## src/rtl/dms_pkg.sv

```systemverilog
package dms_pkg;
    parameter int DIGIT_W = 4;
    localparam int PROD_W = 2 * DIGIT_W;
    localparam int BCD_DIGITS = 2;
    localparam int BCD_MAX = 9;

    typedef struct packed {
        logic [PROD_W-1:0] value;
        logic              bad;
    } dms_out_t;
endpackage

```

## src/rtl/dms_digit_check.sv

```systemverilog
module dms_digit_check #(
    parameter int W     = dms_pkg::DIGIT_W,
    parameter int N_OPS = 2
) (
    input  logic             en_i,
    input  logic [N_OPS*W-1:0] ops_i,
    output logic             bad_o
);
    localparam logic [W-1:0] LIMIT = W'(dms_pkg::BCD_MAX);

    logic [N_OPS-1:0] over_d;

    for (genvar g = 0; g < N_OPS; g++) begin : g_op
        assign over_d[g] = (ops_i[g*W +: W] > LIMIT);
    end

    assign bad_o = en_i & (|over_d);
endmodule

```

## src/rtl/dms_pp_mult.sv

```systemverilog
module dms_pp_mult #(
    parameter int W = dms_pkg::DIGIT_W
) (
    input  logic [W-1:0]   a_i,
    input  logic [W-1:0]   b_i,
    output logic [2*W-1:0] prod_o
);
    localparam int PW = 2 * W;
    localparam logic [PW-1:0] MAX_PROD = PW'((2**W - 1) * (2**W - 1));

    logic [PW-1:0] acc_d;

    always_comb begin
        logic [PW-1:0] multiple;
        acc_d = '0;
        for (int i = 0; i < W; i++) begin
            multiple = {{W{1'b0}}, a_i} << i;
            if (b_i[i]) begin
                acc_d = acc_d + multiple;
            end
        end
        if (a_i == '0 || b_i == '0) begin
            assert_zero_operand_R7: assert (acc_d == '0)
                else $error("partial product sum nonzero with zero operand");
        end
        assert_product_range_R3: assert (acc_d <= MAX_PROD)
            else $error("partial product sum beyond largest product");
    end

    assign prod_o = acc_d;
endmodule

```

## src/rtl/dms_bin2bcd.sv

```systemverilog
module dms_bin2bcd #(
    parameter int IN_W = dms_pkg::PROD_W,
    parameter int NDIG = dms_pkg::BCD_DIGITS
) (
    input  logic [IN_W-1:0]   bin_i,
    output logic [4*NDIG-1:0] bcd_o
);
    localparam int SW    = IN_W + 4 * NDIG;
    localparam int LIMIT = 10 ** NDIG;

    logic [SW-1:0] shreg_d;

    always_comb begin
        shreg_d = {{(4*NDIG){1'b0}}, bin_i};
        for (int i = 0; i < IN_W; i++) begin
            for (int d = 0; d < NDIG; d++) begin
                if (shreg_d[IN_W + 4*d +: 4] >= 4'd5) begin
                    shreg_d[IN_W + 4*d +: 4] = shreg_d[IN_W + 4*d +: 4] + 4'd3;
                end
            end
            shreg_d = shreg_d << 1;
        end
        if (32'(bin_i) < LIMIT) begin
            for (int d = 0; d < NDIG; d++) begin
                assert_digit_range_R2: assert (shreg_d[IN_W + 4*d +: 4] <= 4'd9)
                    else $error("BCD digit %0d above nine", d);
            end
            assert_units_digit_R1: assert (IN_W'(shreg_d[IN_W +: 4]) == bin_i % IN_W'(10))
                else $error("units digit does not match remainder by ten");
        end
    end

    assign bcd_o = shreg_d[IN_W +: 4*NDIG];
endmodule

```

## src/rtl/dms_digit_mul.sv

```systemverilog
module dms_digit_mul
    import dms_pkg::*;
(
    input  logic               mode_dec_i,
    input  logic [DIGIT_W-1:0] op_a_i,
    input  logic [DIGIT_W-1:0] op_b_i,
    output logic [PROD_W-1:0]  result_o,
    output logic               bad_bcd_o
);
    logic [PROD_W-1:0]       prod_d;
    logic [4*BCD_DIGITS-1:0] bcd_d;
    logic                    bad_d;
    dms_out_t                res_d;

    dms_pp_mult #(.W(DIGIT_W)) u_mult (
        .a_i    (op_a_i),
        .b_i    (op_b_i),
        .prod_o (prod_d)
    );

    dms_bin2bcd #(.IN_W(PROD_W), .NDIG(BCD_DIGITS)) u_conv (
        .bin_i (prod_d),
        .bcd_o (bcd_d)
    );

    dms_digit_check #(.W(DIGIT_W), .N_OPS(2)) u_check (
        .en_i  (mode_dec_i),
        .ops_i ({op_b_i, op_a_i}),
        .bad_o (bad_d)
    );

    always_comb begin
        res_d.bad = bad_d;
        if (!mode_dec_i) begin
            res_d.value = prod_d;
        end else if (bad_d) begin
            res_d.value = '0;
        end else begin
            res_d.value = PROD_W'(bcd_d);
        end
    end

    assign result_o  = res_d.value;
    assign bad_bcd_o = res_d.bad;
endmodule

```

## config.mk

```make
export PLATFORM = sky130hd
export DESIGN_NAME = dms_digit_mul
export DESIGN_NICKNAME = d
export VERILOG_FILES = /design/src/rtl/dms_pkg.sv /design/src/rtl/dms_digit_check.sv /design/src/rtl/dms_pp_mult.sv /design/src/rtl/dms_bin2bcd.sv /design/src/rtl/dms_digit_mul.sv
export SDC_FILE = /design/constraint.sdc
export NUM_CORES = 1
export LEC_CHECK = 0
export CAP_MARGIN = 40
export CELL_PAD_IN_SITES_DETAIL_PLACEMENT = 0
export CELL_PAD_IN_SITES_GLOBAL_PLACEMENT = 1
export CORE_MARGIN = 2
export CORE_UTILIZATION = 49
export DETAILED_ROUTE_END_ITERATION = 7
export PLACE_DENSITY = 0.92
export SLEW_MARGIN = 25
export SYNTH_ARGS = -nofsm -noshare
export SYNTH_HDL_FRONTEND = slang
export SYNTH_HIERARCHICAL = 1
export SYNTH_SLANG_ARGS = --single-unit
export TNS_END_PERCENT = 20
```

## constraint.sdc

```tcl
create_clock -name vclk -period 34
set_input_delay 3.4 -clock vclk [all_inputs]
set_output_delay 3.4 -clock vclk [all_outputs]
set_load 0.01 [all_outputs]
```

# Word-level counts from Yosys, hierarchy flattened
# Index checks and enable logic that the tools add are counted.
# op_classes
add_sub_neg	16
order_cmp	15
n_mux	19
bitwise	1
n_reduce_logical	1
# ops
op	count
$ge 4x3->1 const B	11
$mux 8	5
$mux 4	7
$add 4x2->4 const B	6
$mux 3	7
$add 3x2->3 const B	5
$add 8x5->8	1
$add 8x6->8	1
$add 8x7->8	1
$gt 4x4->1 const B	2
$add 1x2->3 const AB	1
$add 1x2->3 const B	1
$ge 1x3->1 const AB	1
$ge 1x3->1 const B	1
$reduce_or 2->1	1
$and 1x1->1	1
# word_totals
ff_bits	0
input_bits	9
wordCells	52

# Logic depth before layout (Yosys ltp)
# Gate-level depths: netlist of run 1.
# logic_depth
word_depth	23
mapped_depth	49
depth_no_buf	45

# By module
# The synthesis of run 1 kept the hierarchy.
# by_module_without_submodules
mod	n_inst	cells_per_inst	area_each_um2	seq_area_each_um2
dms_bin2bcd	1	156	1116.1	0.0
dms_pp_mult	1	69	563.0	0.0
dms_digit_mul	1	14	106.4	0.0
dms_digit_check	1	3	17.5	0.0

# Worst setup path before layout of run 1
# Ideal clock, no wire load.
# synth_path
path_type	input to output
from	in op_a_i[1]
to	out result_o[7]
arrival_ps	11981
path_slack_ps	18619
stages	46
path_cell_list	and2_1 > ha_1 > inv_1 > fa_1 > xnor2_1 > nand2_1 > xor2_1 > inv_1 > fa_1 > nand2_1 > a21boi_1 > ha_1 > fa_1 > xor2_1 > a32oi_1 > o31ai_1 > inv_1 > ha_1 > [10 not listed] > ha_1 > nor2b_1 > a222oi_1 > o22ai_1 > or3_1 > buf_6 > a221o_1 > nand2_1 > ha_1 > clkbuf_1 > a211oi_1 > a21oi_1 > ha_1 > nor2_1 > mux2_2 > a32o_1 > a211o_1 > a22o_2
# synth_lines
item	line	text
start, declared	dms_digit_mul.sv:5	input logic [DIGIT_W-1:0] op_a_i,
$mux 4	dms_pp_mult.sv:18	if (b_i[i]) begin
$add 8x5->8	dms_pp_mult.sv:19	acc_d = acc_d + multiple;
$mux 8	dms_pp_mult.sv:18	
$add 8x6->8	dms_pp_mult.sv:19	
$mux 8	dms_pp_mult.sv:18	
$add 8x7->8	dms_pp_mult.sv:19	
$mux 8 (*)	dms_pp_mult.sv:18	
named net prod_d[5]	dms_digit_mul.sv:10	logic [PROD_W-1:0] prod_d;
[5 not listed]	n/a	
$mux 4 / $mux 3 (equally long branches)	dms_bin2bcd.sv:17	if (shreg_d[IN_W + 4*d +: 4] >= 4'd5) begin
$add 4x2->4, or another cell as far along	dms_bin2bcd.sv:18	shreg_d[IN_W + 4*d +: 4] = shreg_d[IN_W + 4*d +: 4] + 4'd3;
$mux 4 / $mux 3 (equally long branches)	dms_bin2bcd.sv:17	
$ge 4x3->1 / $add 3x2->3 (equally long branches)	dms_bin2bcd.sv:17, dms_bin2bcd.sv:18	
$mux 3 (*)	dms_bin2bcd.sv:17	
named net bcd_d[7]	dms_digit_mul.sv:11	logic [4*BCD_DIGITS-1:0] bcd_d;
$mux 8 (*)	dms_digit_mul.sv:36	end else if (bad_d) begin
$mux 8 (*)	dms_digit_mul.sv:34	if (!mode_dec_i) begin
end, declared	dms_digit_mul.sv:7	output logic [PROD_W-1:0] result_o,
# The timed path passes the listed nets; every way through them passes the cells marked *.

# Final worst setup path of run 1
# layout_path
from	in op_a_i[1]
to	out result_o[5]
# Same word-level chain as after synthesis.

==> flow_summary.json, run 1 <==
{
  "outcome": "complete, no violations",
  "first_iter_violations": 104,
  "pre_cts_ws_ps": 16500,
  "die_w_um": 64.7,
  "maxCapViolCount": 0,
  "hold_violations": 0,
  "cts_setup_buffers": 0,
  "p_leak_nw": 0.844,
  "slew_headroom": 0.468,
  "ys_seq_area_frac": 0,
  "path_class": "input port to primary output",
  "cp_max_fo": 9,
  "netlist_area_mm2": 0.00180,
  "worstSetupEndpointType": "primary output",
  "gp_congestion": 0.841,
  "nFlopsAndLatches": 0,
  "ctsResizeCount": 0,
  "cts.hold.buffers_added": 0,
  "yosys.area.top_type_share": 0.146,
  "syn_nets": 275,
  "antenna_found_initial": 0,
  "critPathMaxStageDelay_ps": 630,
  "yosys.area.top_type": "ha_1",
  "row_count": 22,
  "nets": 285,
  "postLayoutCoreUtil": 0.553,
  "routedWlPerCell_um": 14.5,
  "area_delta_synth_final_pct": 10.6,
  "path_common_cell": "ha_1",
  "cp_slowest_cell": "clkdlybuf4s50_1",
  "io_buffer_count": 18,
  "hold_class": "input port to primary output",
  "rsz0062_at_grt": "false",
  "via_count": 1848,
  "drt_first_pass_iters": 4,
  "regArea_um2": 0,
  "overflow": 0,
  "final_layout_size_suffix_gt1_frac": 0.120,
  "synthTopCellsByArea": "ha_1, inv_1, mux2i_1",
  "slew_viol_final": 0,
  "worst_slew_pin_slew_ps": 791,
  "setup_viol": 0,
  "yosys_warnings": 6,
  "initial_core_util": 0.500,
  "dp_hpwl_um": 3470,
  "min_period_over_period": 0.516,
  "worst_setup_path_start_kind": "input port",
  "grt_start_max_net_pins": 19,
  "yosys.cell_types.count": 71,
  "fin_ws_ps": 16450,
  "io_pins": 18,
  "routed_wl_um": 4310,
  "coreArea_mm2": 0.00361,
  "peakVddDrop_v": 0.0000559,
  "fin_area_mm2": 0.00199,
  "p_per_area_mw_per_mm2": 74.8,
  "placed_area_mm2": 0.00199,
  "n_antenna_cell": 0,
  "die_h_um": 64.7,
  "num-clock-buffers": 0,
  "vias_per_cell": 6.20,
  "grt_pass1_vias": 1657,
  "dieArea_mm2": 0.00418,
  "grt_pass1_wl_um": 7580,
  "tns_ps": 0,
  "antenna_left": 0,
  "avgSynthCellArea_um2": 7.45,
  "final.min_clock_period_ps": 17550,
  "cp_data_arrival_time_ps": 14150,
  "required_ps": 30600,
  "yosysMostFrequentCell": "ha_1",
  "yosys-top-cells-count": "ha_1, inv_1",
  "drc": 0,
  "synthCells": 242,
  "fmax_mhz": 57.0,
  "grt_usage": 0.213
}
[critical path, delay by kind of cell]
kind	cells	cell delay (ps)
fa+ha+maj	11	3400
xor+xnor	5	990
compound gates	13	2710
buf+inv	7	1910
simple gates	10	1720
[through the flow]
stage	hold WS (ps)	instances	power, mW
3_5_place_dp	8040	298	0.148
6_report	8030	298	0.149
2_1_floorplan	6910	242	0.117
5_1_grt	8070	298	0.166
4_1_cts	8040	298	0.149
3_3_place_gp	8020	297	0.146
[final timing paths]
kind       start           to  slack, ps  cells past startpoint
max    op_a_i[1]  result_o[5]      16450                     46
min   mode_dec_i  result_o[6]       8030                      4
[power breakdown]
group | switching, mW | total [mW] | internal [mW] | leakage, nW
clock | 0 | 0 | 0 | 0
combinational | 0.0846 | 0.149 | 0.0646 | 0.844
sequential | 0 | 0 | 0 | 0
total | 0.0846 | 0.149 | 0.0646 | 0.844
[placed cells by master, fill, tap and decap left out, drive strengths merged, types with 3 or more instances in the layout]
cell type	count
and2	4
o211ai	9
a21oi	13
or2	3
a211oi	5
nand2	12
o21ai	15
nor2b	6
xor2	5
mux2	7
and3	3
inv	20
mux2i	8
clkdlybuf4s50	18
nor2	13
a32oi	3
a22o	6
nor3	10
a31oi	4
a221oi	3
ha	21
nand3	7
a21o	6
xnor2	6
fa	3
[metal layers]
metal  track usage  routed length, um  vias up
li1              -                  -      938
met1         0.311               2120      866
met2         0.376               2040       44
met3             0                145        0
met4             0                  0        0
met5             0                  0        -
[logic make-up after synthesis]
group | synth area share
mux | 0.0951
fa+ha+maj | 0.185
compound gates | 0.387
buf+inv | 0.0791
simple gates | 0.201
xor+xnor | 0.0534
[final cells by class]
type / count / area, um2
Timing Repair Buffer: 20 / 195
Inverter: 21 / 78.8
Multi-Input combinational cell: 209 / 1660
Fill cell: 355 / 1610
Tap cell: 48 / 60.1
Power figures use the tool's default switching activity.
==> run 2, diff against run 1 <==
--- a/config.mk
+++ b/config.mk
@@ -9,9 +9,9 @@
 export CELL_PAD_IN_SITES_DETAIL_PLACEMENT = 0
 export CELL_PAD_IN_SITES_GLOBAL_PLACEMENT = 1
 export CORE_MARGIN = 2
-export CORE_UTILIZATION = 49
+export CORE_UTILIZATION = 41
 export DETAILED_ROUTE_END_ITERATION = 7
-export PLACE_DENSITY = 0.92
+export PLACE_DENSITY = 0.82
 export SLEW_MARGIN = 25
 export SYNTH_ARGS = -nofsm -noshare
 export SYNTH_HDL_FRONTEND = slang
==> constraint.sdc (replaced) <==
create_clock -name vclk -period 16
set_input_delay 1.6 -clock vclk [all_inputs]
set_output_delay 1.6 -clock vclk [all_outputs]
set_load 0.01 [all_outputs]
==> flow_summary.json, run 2 (synthesized netlist as in run 1, its figures left out) <==
{
  "critPathMaxStageDelay_ps": 670,
  "switching_power_mw": 0.183,
  "io_pins": 18,
  "dp_hpwl_um": 3620,
  "grt_pass1_wl_um": 8200,
  "p_sw_frac": 0.571,
  "path_class": "input port to primary output",
  "path_depth": 47,
  "grt_start_max_net_pins": 19,
  "p_seq_frac": 0,
  "nets": 286,
  "final_cell_mix": "ha_1, inv_1, clkdlybuf4s50_1",
  "maxCapViolCount": 0,
  "gp_congestion": 0.880,
  "critPathBufInv": 8,
  "nFlopsAndLatches": 0,
  "fmax_mhz": 71.7,
  "p_per_area_mw_per_mm2": 160,
  "cp_max_fo": 9,
  "holdPathEnd": "result_o[5]",
  "vias_per_cell": 6.06,
  "routed_wl_um": 4610,
  "drc": 0,
  "hold_violations": 0,
  "path_common_cell": "ha_1",
  "grt_pass1_vias": 1652,
  "crit_family": "adder cells",
  "fin_area_mm2": 0.00201,
  "min_period_over_period": 0.872,
  "routedWlPerCell_um": 15.2,
  "worst_setup_path_start_kind": "input port",
  "slew_headroom": 0.539,
  "die_h_um": 70.3,
  "drt_first_pass_iters": 4,
  "whs_path_depth": 3,
  "final_common_cell": "ha_1",
  "setup_viol": 0,
  "num-clock-buffers": 0,
  "die_w_um": 70.3,
  "coreArea_mm2": 0.00429,
  "p_clk_frac": 0,
  "antenna_found_initial": 0,
  "cp_slowest_cell": "clkdlybuf4s50_1",
  "p_total_mw": 0.321,
  "worst_slew_pin_slew_ps": 690,
  "dieArea_mm2": 0.00494,
  "row_count": 24,
  "antenna_left": 0,
  "final.min_clock_period_ps": 13950,
  "initial_core_util": 0.420,
  "rsz0062_at_grt": "false",
  "first_iter_violations": 106,
  "p_leak_nw": 0.849,
  "area_delta_synth_final_pct": 11.3,
  "tns_ps": 0,
  "worstSetupEndpointType": "primary output",
  "cts.hold.buffers_added": 0,
  "peakVddDrop_v": 0.0000929,
  "overflow": 0,
  "required_ps": 14400,
  "via_count": 1835,
  "final_layout_size_suffix_gt1_frac": 0.124,
  "cts_setup_buffers": 0,
  "outcome": "complete, no violations",
  "placed_area_mm2": 0.00201,
  "p_comb_frac": 1.000,
  "hold_start": "mode_dec_i",
  "ctsResizeCount": 0,
  "p_int_mw": 0.138,
  "cp_data_arrival_time_ps": 12350,
  "regArea_um2": 0,
  "io_buffer_count": 18,
  "n_antenna_cell": 0,
  "hold_class": "input port to primary output",
  "slew_viol_final": 0,
  "grt_usage": 0.190
}
==> run 2: cell types whose count changed in the layout (fill, tap and decap cells not counted) <==
cell   change
buf_4      +1
==> run 2: area by class of cell <==
class	instances	area, um2
Timing Repair Buffer	21	203
Fill cell	440	2290
Inverter	21	78.8
Tap cell	52	65.1
Multi-Input combinational cell	209	1660
==> run 2: routing by layer <==
| metal | vias to the layer above | part of all wire | GRT usage |
|---|---|---|---|
| met2 | 36 | 0.46 | 0.307 |
| li1 | 945 | - | - |
| met5 | - | 0 | 0 |
| met3 | 0 | 0.019 | 0.00144 |
| met4 | 0 | 0 | 0 |
| met1 | 854 | 0.52 | 0.300 |
==> run 2: worst max path at each step <==
stage / from / endpoint / slack, ps
after floorplan: op_a_i[1] / result_o[7] / 4220
after global placement: op_a_i[1] / result_o[6] / 2040
after global routing: op_a_i[1] / result_o[6] / 1190
final: op_a_i[1] / result_o[6] / 2050
after CTS: op_a_i[1] / result_o[6] / 2100
after detailed placement: op_a_i[1] / result_o[6] / 2130
==> run 2: power groups by stage <==
stage          clock (mW)  sequential, mW  combinational [mW]
2_1_floorplan           0               0               0.249
3_3_place_gp            0               0               0.314
3_5_place_dp            0               0               0.317
4_1_cts                 0               0               0.318
5_1_grt                 0               0               0.354
6_report                0               0               0.321
==> run 2: tightest hold or removal path, cell delays in order <==
cell and delay [ps]:
clkdlybuf4s50_1 600, o21ai_0 120, clkdlybuf4s50_1 480
==> run 2: stage by stage <==
stage	cells	hold slack (ps)	setup WS, ps	utilization
after CTS	303	4420	2100	0.467
final	303	4400	2050	0.467
after detailed placement	303	4420	2130	0.467
after global placement	302	4440	2040	0.466
after floorplan	242	3310	4220	-
after global routing	303	4490	1190	0.467
==> run 3, diff against run 2 <==
--- a/config.mk
+++ b/config.mk
@@ -11,7 +11,7 @@
 export CORE_MARGIN = 2
 export CORE_UTILIZATION = 41
 export DETAILED_ROUTE_END_ITERATION = 7
-export PLACE_DENSITY = 0.82
+export PLACE_DENSITY_LB_ADDON = 0.12
 export SLEW_MARGIN = 25
 export SYNTH_ARGS = -nofsm -noshare
 export SYNTH_HDL_FRONTEND = slang
==> flow_summary.json, run 3 (synthesized netlist as in run 1, its figures left out) <==
{
  "grt_start_max_net_pins": 19,
  "worst_setup_path_start_kind": "input port",
  "p_leak_nw": 0.849,
  "hold_violations": 0,
  "required_ps": 14400,
  "cp_data_arrival_time_ps": 12110,
  "worstSetupEndpointType": "primary output",
  "overflow": 0,
  "via_count": 1861,
  "hold_class": "input port to primary output",
  "dp_hpwl_um": 3630,
  "num-clock-buffers": 0,
  "final_common_cell": "ha_1",
  "p_per_area_mw_per_mm2": 160,
  "drc": 0,
  "dieArea_mm2": 0.00494,
  "final_cell_mix": "ha_1, inv_1, clkdlybuf4s50_1",
  "critPathMaxStageDelay_ps": 670,
  "path_class": "input port to primary output",
  "drt_first_pass_iters": 4,
  "grt_pass1_wl_um": 7990,
  "grt_pass1_vias": 1675,
  "slew_viol_final": 0,
  "worst_slew_pin_slew_ps": 663,
  "grt_usage": 0.187,
  "cts_setup_buffers": 0,
  "cp_slowest_cell": "clkdlybuf4s50_1",
  "first_iter_violations": 71,
  "min_period_over_period": 0.857,
  "regArea_um2": 0,
  "multi_input_area_mm2": 0.00166,
  "startpoint": "op_a_i[1]",
  "rsz0062_at_grt": "false",
  "placed_area_mm2": 0.00200,
  "fin_area_mm2": 0.00200,
  "gp_congestion": 0.914,
  "slew_headroom": 0.546,
  "io_pins": 18,
  "tns_ps": 0,
  "row_count": 24,
  "n_fill_cell": 456,
  "setup_viol": 0,
  "nets": 286,
  "cts.hold.buffers_added": 0,
  "die_w_um": 70.3,
  "final.min_clock_period_ps": 13710,
  "fmax_mhz": 73.0,
  "antenna_found_initial": 0,
  "routedWlPerCell_um": 15.2,
  "routed_wl_um": 4590,
  "maxCapViolCount": 0,
  "initial_core_util": 0.420,
  "path_common_cell": "ha_1",
  "area_delta_synth_final_pct": 11.2,
  "cp_max_fo": 12,
  "n_antenna_cell": 0,
  "whs_ps": 4410,
  "hold_start": "mode_dec_i",
  "vias_per_cell": 6.14,
  "coreArea_mm2": 0.00429,
  "die_h_um": 70.3,
  "final_layout_size_suffix_gt1_frac": 0.124,
  "ctsResizeCount": 0,
  "io_buffer_count": 18,
  "outcome": "complete, no violations",
  "nFlopsAndLatches": 0,
  "antenna_left": 0,
  "p_total_mw": 0.320,
  "peakVddDrop_v": 0.0000873
}
==> run 3: changes by cell type in the layout (fill, tap and decap cells not counted), sizes merged <==
cell,previous run,this run
buf,3,2
clkbuf,0,1
==> run 3: path summary, 6_finish.rpt <==
check	slack, ps	cells after the start	end
min	4410	3	result_o[5]
max	2290	46	result_o[7]
==> run 3: routing by layer <==
metal,vias to the layer above,track usage,wire [um]
met5,-,0,0
met4,0,0.0171,31
met3,4,0.00289,100
met2,35,0.296,2100
met1,880,0.291,2360
li1,942,-,-
==> run 3: where the power goes <==
group | internal [mW] | switching, mW | total (mW)
clock | 0 | 0 | 0
sequential | 0 | 0 | 0
combinational | 0.137 | 0.184 | 0.320
total | 0.137 | 0.184 | 0.320
==> run 3: cell type report <==
cell class / count / share of cell area
Inverter: 21 / 0.0393
Multi-Input combinational cell: 209 / 0.828
Tap cell: 52 / 0.0325
Timing Repair Buffer: 21 / 0.0999
==> run 3: through the flow <==
stage	cells	setup WS (ps)	utilization
6_report	303	2290	0.467
4_1_cts	302	2270	0.466
5_1_grt	303	1440	0.467
3_5_place_dp	302	2260	0.466
3_3_place_gp	302	2370	0.466
2_1_floorplan	242	4220	-
==> run 3: worst max-delay path: cells and delay by family <==
| family | cells | cell delay (ps) |
|---|---|---|
| simple gates | 8 | 1520 |
| compound gates | 14 | 3030 |
| buf+inv | 8 | 1850 |
| fa+ha+maj | 11 | 3200 |
| xor+xnor | 4 | 640 |
| mux | 1 | 260 |
